[config.mk]
export PLATFORM = sky130hd
export DESIGN_NAME = ee_wr_guard
export DESIGN_NICKNAME = d
export VERILOG_FILES = /design/src/rtl/ee_guard_pkg.sv /design/src/rtl/ee_key_match.sv /design/src/rtl/ee_unlock_fsm.sv /design/src/rtl/ee_wc_timer.sv /design/src/rtl/ee_wr_guard.sv
export SDC_FILE = /design/constraint.sdc
export NUM_CORES = 1
export LEC_CHECK = 0
export BUFFER_PORTS_ARGS = -buffer_cell sky130_fd_sc_hd__buf_2
export CAP_MARGIN = 20
export CORE_ASPECT_RATIO = 0.9
export CORE_UTILIZATION = 45
export DETAILED_ROUTE_END_ITERATION = 12
export GPL_TIMING_DRIVEN = 0
export PLACE_DENSITY = 0.81
export SETUP_SLACK_MARGIN = 0.5
export SYNTH_ARGS = -nofsm -noshare
export SYNTH_HDL_FRONTEND = slang
export SYNTH_SLANG_ARGS = --single-unit
[constraint.sdc]
create_clock -name clk_i -period 2.4 [get_ports clk_i]
set_input_delay 0.48 -clock clk_i [delete_from_list [all_inputs] [get_ports clk_i]]
set_output_delay 0.48 -clock clk_i [all_outputs]
set_load 0.02 [all_outputs]
[src/rtl/ee_guard_pkg.sv]
package ee_guard_pkg;

    localparam int KEY_LEN = 3;

    typedef enum logic [1:0] {
        SEQ_IDLE = 2'd0,
        SEQ_ONE  = 2'd1,
        SEQ_TWO  = 2'd2,
        SEQ_OPEN = 2'd3
    } seq_e;

    // address expected at key step i
    function automatic logic [15:0] key_addr(input int i);
        case (i)
            1:       key_addr = 16'h2AAA;
            default: key_addr = 16'h5555;
        endcase
    endfunction

    // data expected at key step i
    function automatic logic [7:0] key_data(input int i);
        case (i)
            0:       key_data = 8'hAA;
            1:       key_data = 8'h55;
            default: key_data = 8'hA0;
        endcase
    endfunction

endpackage

[src/rtl/ee_key_match.sv]
module ee_key_match
    import ee_guard_pkg::*;
#(
    parameter int ADDR_W = 15,
    parameter int DATA_W = 8
) (
    input  logic [ADDR_W-1:0]  addr_i,
    input  logic [DATA_W-1:0]  data_i,
    output logic [KEY_LEN-1:0] hit_o
);

    for (genvar g = 0; g < KEY_LEN; g++) begin : g_step
        localparam logic [ADDR_W-1:0] STEP_ADDR = ADDR_W'(key_addr(g));
        localparam logic [DATA_W-1:0] STEP_DATA = DATA_W'(key_data(g));
        assign hit_o[g] = (addr_i == STEP_ADDR) && (data_i == STEP_DATA);
    end

endmodule

[src/rtl/ee_unlock_fsm.sv]
module ee_unlock_fsm
    import ee_guard_pkg::*;
(
    input  logic               clk_i,
    input  logic               rst_ni,
    input  logic               wr_i,     // already gated by busy
    input  logic [KEY_LEN-1:0] hit_i,
    input  logic               prot_i,
    output logic               commit_o,
    output logic               keyed_o
);

    typedef struct packed {
        seq_e seq;
    } fsm_t;

    fsm_t q, d;

    always_comb begin
        d        = q;
        commit_o = 1'b0;
        keyed_o  = 1'b0;
        if (wr_i) begin
            unique case (q.seq)
                SEQ_IDLE: begin
                    if (hit_i[0]) d.seq = SEQ_ONE;
                    else commit_o = !prot_i;
                end
                SEQ_ONE: begin
                    if (hit_i[1]) d.seq = SEQ_TWO;
                    else begin
                        d.seq    = SEQ_IDLE;
                        commit_o = !prot_i;
                    end
                end
                SEQ_TWO: begin
                    if (hit_i[2]) d.seq = SEQ_OPEN;
                    else begin
                        d.seq    = SEQ_IDLE;
                        commit_o = !prot_i;
                    end
                end
                SEQ_OPEN: begin
                    d.seq    = SEQ_IDLE;
                    commit_o = 1'b1;
                    keyed_o  = 1'b1;
                end
                default: d.seq = SEQ_IDLE;
            endcase
        end
    end

    always_ff @(posedge clk_i) begin
        if (!rst_ni) q <= '{seq: SEQ_IDLE};
        else         q <= d;
    end

    AST_SEQ_HOLD_IDLE_BUS: assert property (@(posedge clk_i) disable iff (!rst_ni)
        !wr_i |=> $stable(q.seq));

    AST_OPEN_AFTER_TWO: assert property (@(posedge clk_i) disable iff (!rst_ni)
        (q.seq == SEQ_OPEN && $past(q.seq) != SEQ_OPEN) |-> $past(q.seq) == SEQ_TWO);

endmodule

[src/rtl/ee_wc_timer.sv]
module ee_wc_timer #(
    parameter int TWC_CYC = 64
) (
    input  logic clk_i,
    input  logic rst_ni,
    input  logic start_i,
    input  logic keyed_i,
    output logic busy_o,
    output logic prot_o
);

    localparam int CNT_W = $clog2(TWC_CYC + 1);

    typedef struct packed {
        logic             busy;
        logic [CNT_W-1:0] cnt;
        logic             arm;
        logic             prot;
    } tmr_t;

    tmr_t q, d;

    always_comb begin
        d = q;
        if (start_i) begin
            d.busy = 1'b1;
            d.cnt  = CNT_W'(TWC_CYC - 1);
            d.arm  = keyed_i;
        end else if (q.busy) begin
            if (q.cnt == '0) begin
                d.busy = 1'b0;
                d.arm  = 1'b0;
                if (q.arm) d.prot = 1'b1;
            end else begin
                d.cnt = q.cnt - 1'b1;
            end
        end
    end

    always_ff @(posedge clk_i) begin
        if (!rst_ni) q <= '0;
        else         q <= d;
    end

    assign busy_o = q.busy;
    assign prot_o = q.prot;

    // run-length counter used only by the checks below
    logic [CNT_W:0] run_q;
    always_ff @(posedge clk_i) begin
        if (!rst_ni)     run_q <= '0;
        else if (busy_o) run_q <= run_q + 1'b1;
        else             run_q <= '0;
    end

    AST_BUSY_LENGTH: assert property (@(posedge clk_i) disable iff (!rst_ni)
        $fell(busy_o) |-> run_q == (CNT_W+1)'(TWC_CYC));

    AST_NO_RESTART: assert property (@(posedge clk_i) disable iff (!rst_ni)
        !(busy_o && start_i));

    AST_PROT_STICKY: assert property (@(posedge clk_i) disable iff (!rst_ni)
        prot_o |=> prot_o);

    AST_PROT_AT_END: assert property (@(posedge clk_i) disable iff (!rst_ni)
        $rose(prot_o) |-> $fell(busy_o));

endmodule

[src/rtl/ee_wr_guard.sv]
module ee_wr_guard
    import ee_guard_pkg::*;
#(
    parameter int ADDR_W  = 15,
    parameter int DATA_W  = 8,
    parameter int TWC_CYC = 64
) (
    input  logic              clk_i,
    input  logic              rst_ni,
    input  logic              wr_i,
    input  logic [ADDR_W-1:0] addr_i,
    input  logic [DATA_W-1:0] data_i,
    output logic              mem_we_o,
    output logic [ADDR_W-1:0] mem_addr_o,
    output logic [DATA_W-1:0] mem_data_o,
    output logic              prot_o,
    output logic              busy_o
);

    logic [KEY_LEN-1:0] hit;
    logic               wr_ok, commit, keyed;

    assign wr_ok = wr_i && !busy_o;

    ee_key_match #(.ADDR_W(ADDR_W), .DATA_W(DATA_W)) i_match (
        .addr_i (addr_i),
        .data_i (data_i),
        .hit_o  (hit)
    );

    ee_unlock_fsm i_fsm (
        .clk_i    (clk_i),
        .rst_ni   (rst_ni),
        .wr_i     (wr_ok),
        .hit_i    (hit),
        .prot_i   (prot_o),
        .commit_o (commit),
        .keyed_o  (keyed)
    );

    ee_wc_timer #(.TWC_CYC(TWC_CYC)) i_timer (
        .clk_i   (clk_i),
        .rst_ni  (rst_ni),
        .start_i (commit),
        .keyed_i (keyed),
        .busy_o  (busy_o),
        .prot_o  (prot_o)
    );

    typedef struct packed {
        logic              we;
        logic [ADDR_W-1:0] addr;
        logic [DATA_W-1:0] data;
    } out_t;

    out_t q, d;

    always_comb begin
        d    = q;
        d.we = commit;
        if (commit) begin
            d.addr = addr_i;
            d.data = data_i;
        end
    end

    always_ff @(posedge clk_i) begin
        if (!rst_ni) q <= '0;
        else         q <= d;
    end

    assign mem_we_o   = q.we;
    assign mem_addr_o = q.addr;
    assign mem_data_o = q.data;

    AST_WE_SINGLE: assert property (@(posedge clk_i) disable iff (!rst_ni)
        mem_we_o |=> !mem_we_o);

    AST_WE_WITH_BUSY: assert property (@(posedge clk_i) disable iff (!rst_ni)
        mem_we_o |-> $rose(busy_o));

    AST_BUSY_WR_DROPPED: assert property (@(posedge clk_i) disable iff (!rst_ni)
        (busy_o && wr_i) |=> !mem_we_o);

    AST_RESET_QUIET: assert property (@(posedge clk_i)
        !rst_ni |=> (!mem_we_o && !busy_o && !prot_o));

endmodule

Word-level counts from Yosys, hierarchy flattened --
Index checks and enable logic that the tools add are counted. Widths: inputs -> output; s select.
Operators by class: add/sub/neg operators 1, equality and inequality tests 10, mux-type cells 17, bitwise operators 3, reductions and logical operators 16
Operator list (number):
- $eq 8x8->1 const B | 2
- $eq 15x14->1 const B | 1
- $eq 15x15->1 const B | 1
- $mux 10 | 1
- $mux 9 | 1
- $eq 8x7->1 const B | 1
- $mux 1 | 8
- $mux 2 | 4
- $pmux 2 s4 | 1
- $reduce_and 2->1 | 4
- $logic_not 7->1 | 1
- $mux 7 | 1
- $sub 7x1->7 const B | 1
- $eq 2x2->1 const B | 2
- $logic_and 1x1->1 | 4
- $ne 2x2->1 const B | 2
- $pmux 1 s4 | 1
- $reduce_and 4->1 | 1
- $reduce_bool 2->1 | 2
- $not 1->1 | 3
- $eq 2x1->1 const B | 1
- $logic_not 1->1 | 2
- $logic_not 2->1 | 1
- $reduce_or 2->1 | 1
Storage, ports and cells: register bits 36, input bits 26, output and inout bits 26

Longest topological paths before layout --
Gate-level depths: netlist of the first run.
word-level depth 7, gate-level depth with buffers 7, mapped depth without buffers 7

Cells and area by module --
Synthesis of the first run repeated with hierarchy kept, for this count alone.
Unflattened totals: cells, all modules 173, area total of the unflattened synthesis 1803.0 µm²
Modules (own cells, without submodules):
- ee_wr_guard | times used 1, cells each 77, area an instance 925.9 µm², sequential area each 480.5 µm²
- ee_wc_timer | times used 1, cells each 58, area an instance 559.3 µm², sequential area each 200.2 µm²
- ee_key_match | times used 1, cells each 20, area an instance 167.7 µm², sequential area each 0.0 µm²
- ee_unlock_fsm | times used 1, cells each 18, area an instance 150.1 µm², sequential area each 40.0 µm²

Least setup slack after synthesis of the first run --
OpenSTA, ideal clock, no wires.
path kind in2reg, start input port addr_i[5], end register i_timer.q[5] in the netlist's numbering, data arrival time 1.984 ns, setup slack 0.302 ns, cell stages on the path 6, path through or4b_4 -> nor4_4 -> and4bb_4 -> nor3_4 -> buf_6 -> o21a_1
Between the ends: longest elaborated chain between the ends 7, elaborated cells on any way between the ends 14, classes of those cells eq/ne: 3; mux: 6; reduce/logical: 5
RTL lines:
- from (decl) | RTL line ee_wr_guard.sv:11 | input logic [ADDR_W-1:0] addr_i,
- $eq 15x15->1 / $eq 15x14->1 (equally long branches) | RTL line ee_key_match.sv:15 | assign hit_o[g] = (addr_i == STEP_ADDR) && (data_i == STEP_DATA);
- $logic_and 1x1->1 | RTL line ee_key_match.sv:15
- $mux 1 (on tied branches) | RTL line ee_unlock_fsm.sv:37, ee_unlock_fsm.sv:26, ee_unlock_fsm.sv:30
- $pmux 1 s4 (*) | RTL line ee_unlock_fsm.sv:24 | unique case (q.seq)
- $mux 1 (*) | RTL line ee_unlock_fsm.sv:23 | if (wr_i) begin
- $ne 2x2->1 (no source line) / $reduce_bool 2->1 (equally long branches)
- $reduce_and 2->1 (no source line)
- to (signal assigned) | RTL line ee_wc_timer.sv:41 | if (!rst_ni) q <= '0;
- to (signal assigned) | RTL line ee_wc_timer.sv:42 | else q <= d;
- to (decl) | RTL line ee_wc_timer.sv:21 | tmr_t q, d;
Mark *: on every way between the ends. The rest lies on a longest branch, timed or not. A chain may end at the register's enable or synchronous reset.

Final worst setup path of the first run --
start input port addr_i[5], end register i_timer.q[3] in the netlist's numbering
The elaborated chain is that of the path after synthesis.

==> results_dict.tcl, run 1 <==
set metrics [dict create \
    crit_type "in -> reg" \
    coreArea_mm2 0.00373 \
    status "finished, final reports clean" \
    fin_hold_ws_ns 0.435 \
    r2r-end "i_timer.q[6]" \
    start_util_pct 47.0 \
    track_usage_pct 18.9 \
    cts_hold_buffers 0 \
    skew_ns 0.00355 \
    hpwl_mm 2.76 \
    grt_pass1_wl_mm 5.82 \
    drive_gt1_share_pct 32.9 \
    cts.path.max_buffers 2 \
    synth.cell_area_mm2 0.00175 \
    reg2reg_depth 5 \
    die_w_um 67.8 \
    yosys-top-cells-area "dfxtp_1, mux2i_1, nand2_1" \
    area_growth_pct 27.3 \
    fin_tns_setup_ns 0 \
    reg2reg_from "i_timer.q[4]" \
    p_leak_uw 0.00103 \
    utilization_pct 59.9 \
    routedWlPerCell_um 13.0 \
    grt_overflow 0 \
    rows 21 \
    synth-xor-area-share_pct 3.00 \
    arrival_ns 2.07 \
    worstPathMaxFanout 6 \
    wl_mm 3.79 \
    crit_path_end_kind "register" \
    synthMuxAreaShare_pct 13.7 \
    finalSetupViolations 0 \
    cts_buffers 5 \
    clkLatencyLatePin_ns 0.28 \
    die_area_mm2 0.00415 \
    clock_tree.root_cell "clkbuf_8" \
    required_ns 2.58 \
    worst_pin_slew_ns 0.478 \
    relSlewSlack_pct 67.9 \
    syn-num-nets 210 \
    clk_pin_slew_worst_paths_ns 0.07 \
    place_congestion 0.754 \
    ys.warnings.count 0 \
    synthAdderAreaFrac_pct 1.43 \
    htreeDepth 2 \
    synth_top_family_by_area "simple AND/OR/NAND/NOR gates" \
    drtIter0Drc 42 \
    r2r_slack_ns 0.59 \
    synth_seq_cells 36 \
    tritoncts "done" \
    synth_top_area_cell "dfxtp_1" \
    grt_pass1_vias 1353 \
    placed_area_mm2 0.00206 \
    yosysSeqAreaShare_pct 41.1 \
    rsz0062_at_grt "yes" \
    max-vdd-ir-drop_mv 0.504 \
    finalPower_uw 1420 \
    clock.fmax_ghz 0.529 \
    synth_compound_area_share_pct 8.13 \
    slew_violations 0 \
    hold_path_class "in -> reg" \
    ant_nets 0 \
    via_per_inst 5.12 \
    route.detailed.drc 0 \
    p_per_area_mw_per_mm2 635 \
    port_buffers 50 \
    nets 273 \
    syn_inst 182 \
    cts.sinks 36 \
    drt_first_pass_iters 4 \
    synthSimpleGateAreaFrac_pct 28.4 \
    critPathLaunch "addr_i[5]" \
    grt_max_degree 12 \
    ys_types 46 \
    yosysTopAreaCellShare_pct 41.1 \
    final_area_mm2 0.00223 \
    n_antenna_cell 0 \
    min_period_over_period_pct 78.8 \
    vias 1494 \
    finalCriticalPeriod_ns 1.89 \
    io_pins 52 \
    endpoint "i_timer.q[3]" \
    hold_viol 0 \
    fp.dieH_um 61.2 \
    critPathLaunchType "input port" \
    synth_area_per_cell_um2 9.64 \
    layout_common_cells "nand2_1, buf_2, dfxtp_1" \
    grt_antenna_before_repair 0 \
    drv_cap 0 \
]
-- per-stage QoR --
step / std cells / setup slack, ns
floorplan: 182 / 0.341
global placement: 278 / 0.130
detailed placement: 278 / 0.117
CTS: 292 / 0.509
global route: 292 / 0.472
finish: 292 / 0.510
-- cells in the mapped netlist, drive strengths merged --
master,number
nand4bb,1
mux2i,24
a21boi,1
a31oi,1
nand4,1
nor4bb,1
o41ai,1
o21ai,2
and3b,1
nor4b,1
clkbuf,7
nor4,3
dfxtp,36
nor3,2
xnor2,3
a21oi,3
xor2,3
nand3,2
nand4b,1
or4bb,2
o211ai,1
nor2b,3
or4,1
o21a,6
o22ai,1
nand2,48
buf,3
ha,2
and4b,2
nor3b,3
inv,2
and2,2
or4b,2
o31ai,1
nor2,3
nand2b,1
nand3b,2
and4bb,1
a41o,1
or3,1
-- area by class of cell --
| cell class | count | area [µm²] |
|---|---|---|
| Sequential cell | 36 | 723 |
| Clock buffer | 6 | 82.6 |
| Inverter | 2 | 7.51 |
| Clock inverter | 2 | 10.0 |
| Tap cell | 46 | 57.6 |
| Timing Repair Buffer | 56 | 312 |
| Buffer | 10 | 67.6 |
| Fill cell | 335 | 1500 |
| Multi-Input combinational cell | 134 | 973 |
-- sequential cells by signal, indices dropped and copies added (netlist names) --
name	flops
mem_we_o	1
mem_data_o	8
i_timer.prot_o	1
i_timer.q	8
i_fsm.q	2
mem_addr_o	15
i_timer.busy_o	1
-- per-layer routing --
metal  wire [µm]  share of wire (%)  vias to the layer above  global-route usage (%)
li1            -                  -                      763                       -
met1        1850                 49                      695                    23.8
met2        1740                 46                       32                    31.5
met3         183                4.8                        4                    5.56
met4          23               0.61                        0                    5.36
met5           0                  0                        -                       0
-- where the power goes --
part / total (µW) / internal [µW] / leakage (µW) / switching [µW]
clock network: 445 / 229 / 0.0000510 / 216
logic: 300 / 135 / 0.000682 / 165
registers: 673 / 643 / 0.000297 / 29.9
total: 1420 / 1010 / 0.00103 / 411
-- worst min-delay path by stage --
stage,from,end,cells past startpoint
finish,addr_i[5],mem_addr_o[5],3
global route,addr_i[5],mem_addr_o[5],3
CTS,addr_i[5],mem_addr_o[5],3
detailed placement,mem_data_o[7],mem_data_o[7],2
global placement,mem_data_o[7],mem_data_o[7],2
floorplan,i_timer.q[1],i_timer.q[1],2
-- timing repair --
action,CTS,global route
pin swaps,3,4
gates cloned,1,0
resized for setup,5,5
setup buffers,5,0
endpoints found under the setup margin,30,33
-- logic make-up after synthesis --
family,Yosys count
XOR/XNOR,6
AO/OA/AOI/OAI,18
flip-flops,36
adder cells (fa/ha/maj),2
AND/OR/NAND/NOR,84
multiplexers,24
buffers and inverters,12
-- critical path, cell delays in order --
cell	delay, ns
buf_6	0.10
or4b_4	0.54
nor4_4	0.26
and4bb_4	0.30
nor3_4	0.07
buf_6	0.17
o21a_1	0.16
Note: power is estimated with default switching activity, not from simulation.
==> run 2, diff against run 1 <==
- ABC_AREA: unset -> 1
- PLACE_DENSITY: 0.81 -> 0.84
- clock period: 2.4 -> 1.6 ns (I/O delays scaled with it)
==> run 2 against run 1 <==
Net effect: clock-buffer cell count up 2; critical path type is now reg -> reg; non-clock buffer count up 12; register-to-register slack worse by 0.45 ns; global-route usage up 4.2 points; worst setup slack worse by 0.37 ns; flip-flop and latch count unchanged; cell count up 24%; via count up 25%; combinational power up 130%; first-iteration DRC count up 100%; sequential power up 56%; wire length up 33%.
==> results_dict.tcl, run 2 <==
set metrics [dict create \
    finalCriticalPeriod_ns 1.46 \
    finalSetupViolations 0 \
    critPathSlowestCell "dfxtp_4" \
    cp_top_family "simple AND/OR/NAND/NOR gates" \
    crit_path_end_kind "register" \
    grt_antenna_before_repair 0 \
    place_congestion 0.825 \
    cts_hold_buffers 0 \
    skew_ns 0.00195 \
    fin_tns_setup_ns 0 \
    yosysTopAreaCellShare_pct 41.3 \
    tritoncts "done" \
    ant_nets 0 \
    route.detailed.drc 0 \
    synth_top_area_cell "dfxtp_1" \
    hpwl_mm 3.21 \
    r2r-end "mem_addr_o[7]" \
    synth_seq_cells 36 \
    worst_pin_slew_ns 0.609 \
    max_stage_delay_ns 0.38 \
    clk_pin_slew_worst_paths_ns 0.07 \
    drive_gt1_share_pct 57.0 \
    start_util_pct 47.1 \
    layout_common_cells "buf_4, nand2_1, dfxtp_2" \
    p_per_area_mw_per_mm2 902 \
    largest_reg_flops 15 \
    drt_first_pass_iters 4 \
    utilization_pct 71.7 \
    cts.path.max_buffers 2 \
    synth-edff-count 0 \
    synth_async_sr_flop_share_pct 0 \
    drv_cap 0 \
    hold_path_class "in -> reg" \
    cts.sinks 36 \
    synth_area_per_cell_um2 7.34 \
    ys_types 26 \
    p_leak_uw 0.00125 \
    mostFrequentLayoutCell "buf_4" \
    r2r_slack_ns 0.14 \
    reg2reg_from "i_fsm.q[1]" \
    coreArea_mm2 0.00370 \
    arrival_ns 1.67 \
    drt-met1-wl_mm 2.12 \
    ys.warnings.count 0 \
    synthFlopType "dfxtp_1" \
    synth.cell_area_mm2 0.00175 \
    crit_type "reg -> reg" \
    clkLatencyLatePin_ns 0.28 \
    area_growth_pct 52.1 \
    synthTopCellsByCount "nand2_1, dfxtp_1, nand3_1" \
    grt_pass1_wl_mm 6.96 \
    max-vdd-ir-drop_mv 0.503 \
    wl_mm 5.05 \
    top_layer_used "met4" \
    yosys-top-cells-area "dfxtp_1, nand2_1, nand3_1" \
    reg2reg_depth 11 \
    htreeDepth 2 \
    n_antenna_cell 0 \
    port_buffers 50 \
    io_pins 52 \
    critPathLaunchType "register" \
    die_area_mm2 0.00413 \
    wl_met3_um 239 \
    dp.cells 334 \
    yosys.cell_count.top_type "nand2_1" \
    clock.fmax_ghz 0.685 \
    rsz0062_at_grt "yes" \
    hold_viol 0 \
    syn_inst 238 \
    critPathLaunch "i_fsm.q[1]" \
    fin_hold_ws_ns 0.282 \
    track_usage_pct 23.1 \
    clock_tree.root_cell "clkbuf_8" \
    required_ns 1.81 \
    slew_violations 0 \
    finalPower_uw 2400 \
    path_cells "inv_4 -> nand2_2 -> nor2_1 -> nand2_1 -> nor2_1 -> nand2_1 -> nand2_2 -> nor2_4 -> nand3_4 -> buf_8 -> o21ai_2" \
    via_per_inst 5.16 \
    fp.dieH_um 61.1 \
    holdPathStages 3 \
    rows 21 \
    status "finished, final reports clean" \
    hp-start "data_i[1]" \
    min_period_over_period_pct 91.3 \
    yosysSeqAreaShare_pct 41.3 \
    drtIter0Drc 86 \
    worstPathMaxFanout 10 \
    routedWlPerCell_um 14.0 \
    syn-num-nets 266 \
    cts_buffers 5 \
    vias 1868 \
    grt_overflow 0 \
    crit_buf_inv 2 \
    relSlewSlack_pct 59.4 \
    met2_length_mm 2.58 \
    grt_max_degree 11 \
    grt_pass1_vias 1627 \
    whs_endpoint "mem_data_o[1]" \
    nets 343 \
    fin_cells 362 \
    die_w_um 67.7 \
]
[run 2: cell count changes after synthesis, sizes merged, moves of 4 or more]
cell and delta:
o21a -6, inv +33, o21ai +25, clkbuf -4
nor2 +27, nand3 +33, mux2i -24
[run 2: tightest hold or removal path, cell delays in order]
cell and delay [ns]:
buf_2 0.11, nand2_2 0.05, nand2_1 0.05
[run 2: cell families (layout without fill, tap and decap cells)]
family | count (synthesis) | in the layout | share of synthesized area (%)
simple gates | 123 | 123 | 32.1
buf+inv | 43 | 121 | 11.2
flops | 36 | 36 | 41.3
compound gates | 33 | 33 | 13.5
fa+ha+maj | 2 | 2 | 1.43
xor+xnor | 1 | 1 | 0.502
[run 2: worst max-delay path by stage]
stage                          to  slack [ns]  depth (start not counted)
CTS                 mem_addr_o[4]        0.18                         12
detailed placement  mem_addr_o[4]       -0.12                         13
floorplan           mem_addr_o[4]        0.29                         12
finish              mem_addr_o[7]        0.14                         11
global placement    mem_addr_o[4]       -0.07                         13
global route        mem_addr_o[7]        0.04                         11
[run 2: stage by stage]
stage	cell area (µm²)	worst slack, ns
2_1_floorplan	1890	0.292
3_3_place_gp	2190	-0.0722
3_5_place_dp	2190	-0.122
4_1_cts	2440	0.184
5_1_grt	2660	0.0418
6_report	2660	0.140
[run 2: what timing repair did]
item | 4_1_cts | 5_1_grt
buffers inserted | 11 | 8
pin swaps | 8 | 9
setup endpoints to repair | 54 | 60
gates resized for setup | 39 | 51
gates cloned | 0 | 1
[run 2: final cells by class]
cell class | instances | area [µm²]
Buffer | 8 | 81.3
Clock buffer | 8 | 90.1
Fill cell | 268 | 1050
Inverter | 35 | 171
Multi-Input combinational cell | 159 | 985
Sequential cell | 36 | 762
Tap cell | 46 | 57.6
Timing Repair Buffer | 70 | 510
[run 2: where the power goes]
group / leakage, µW / internal [µW] / total, µW / switching (µW)
Clock: 0.0000455 / 351 / 669 / 318
Sequential: 0.000307 / 984 / 1050 / 62.1
Combinational: 0.000899 / 298 / 681 / 383
Total: 0.00125 / 1630 / 2400 / 763
[run 2: per-layer routing]
layer	up-vias	track usage (%)
met5	-	0
met4	0	10.0
met3	15	5.19
met2	70	39.5
met1	870	27.9
li1	913	-
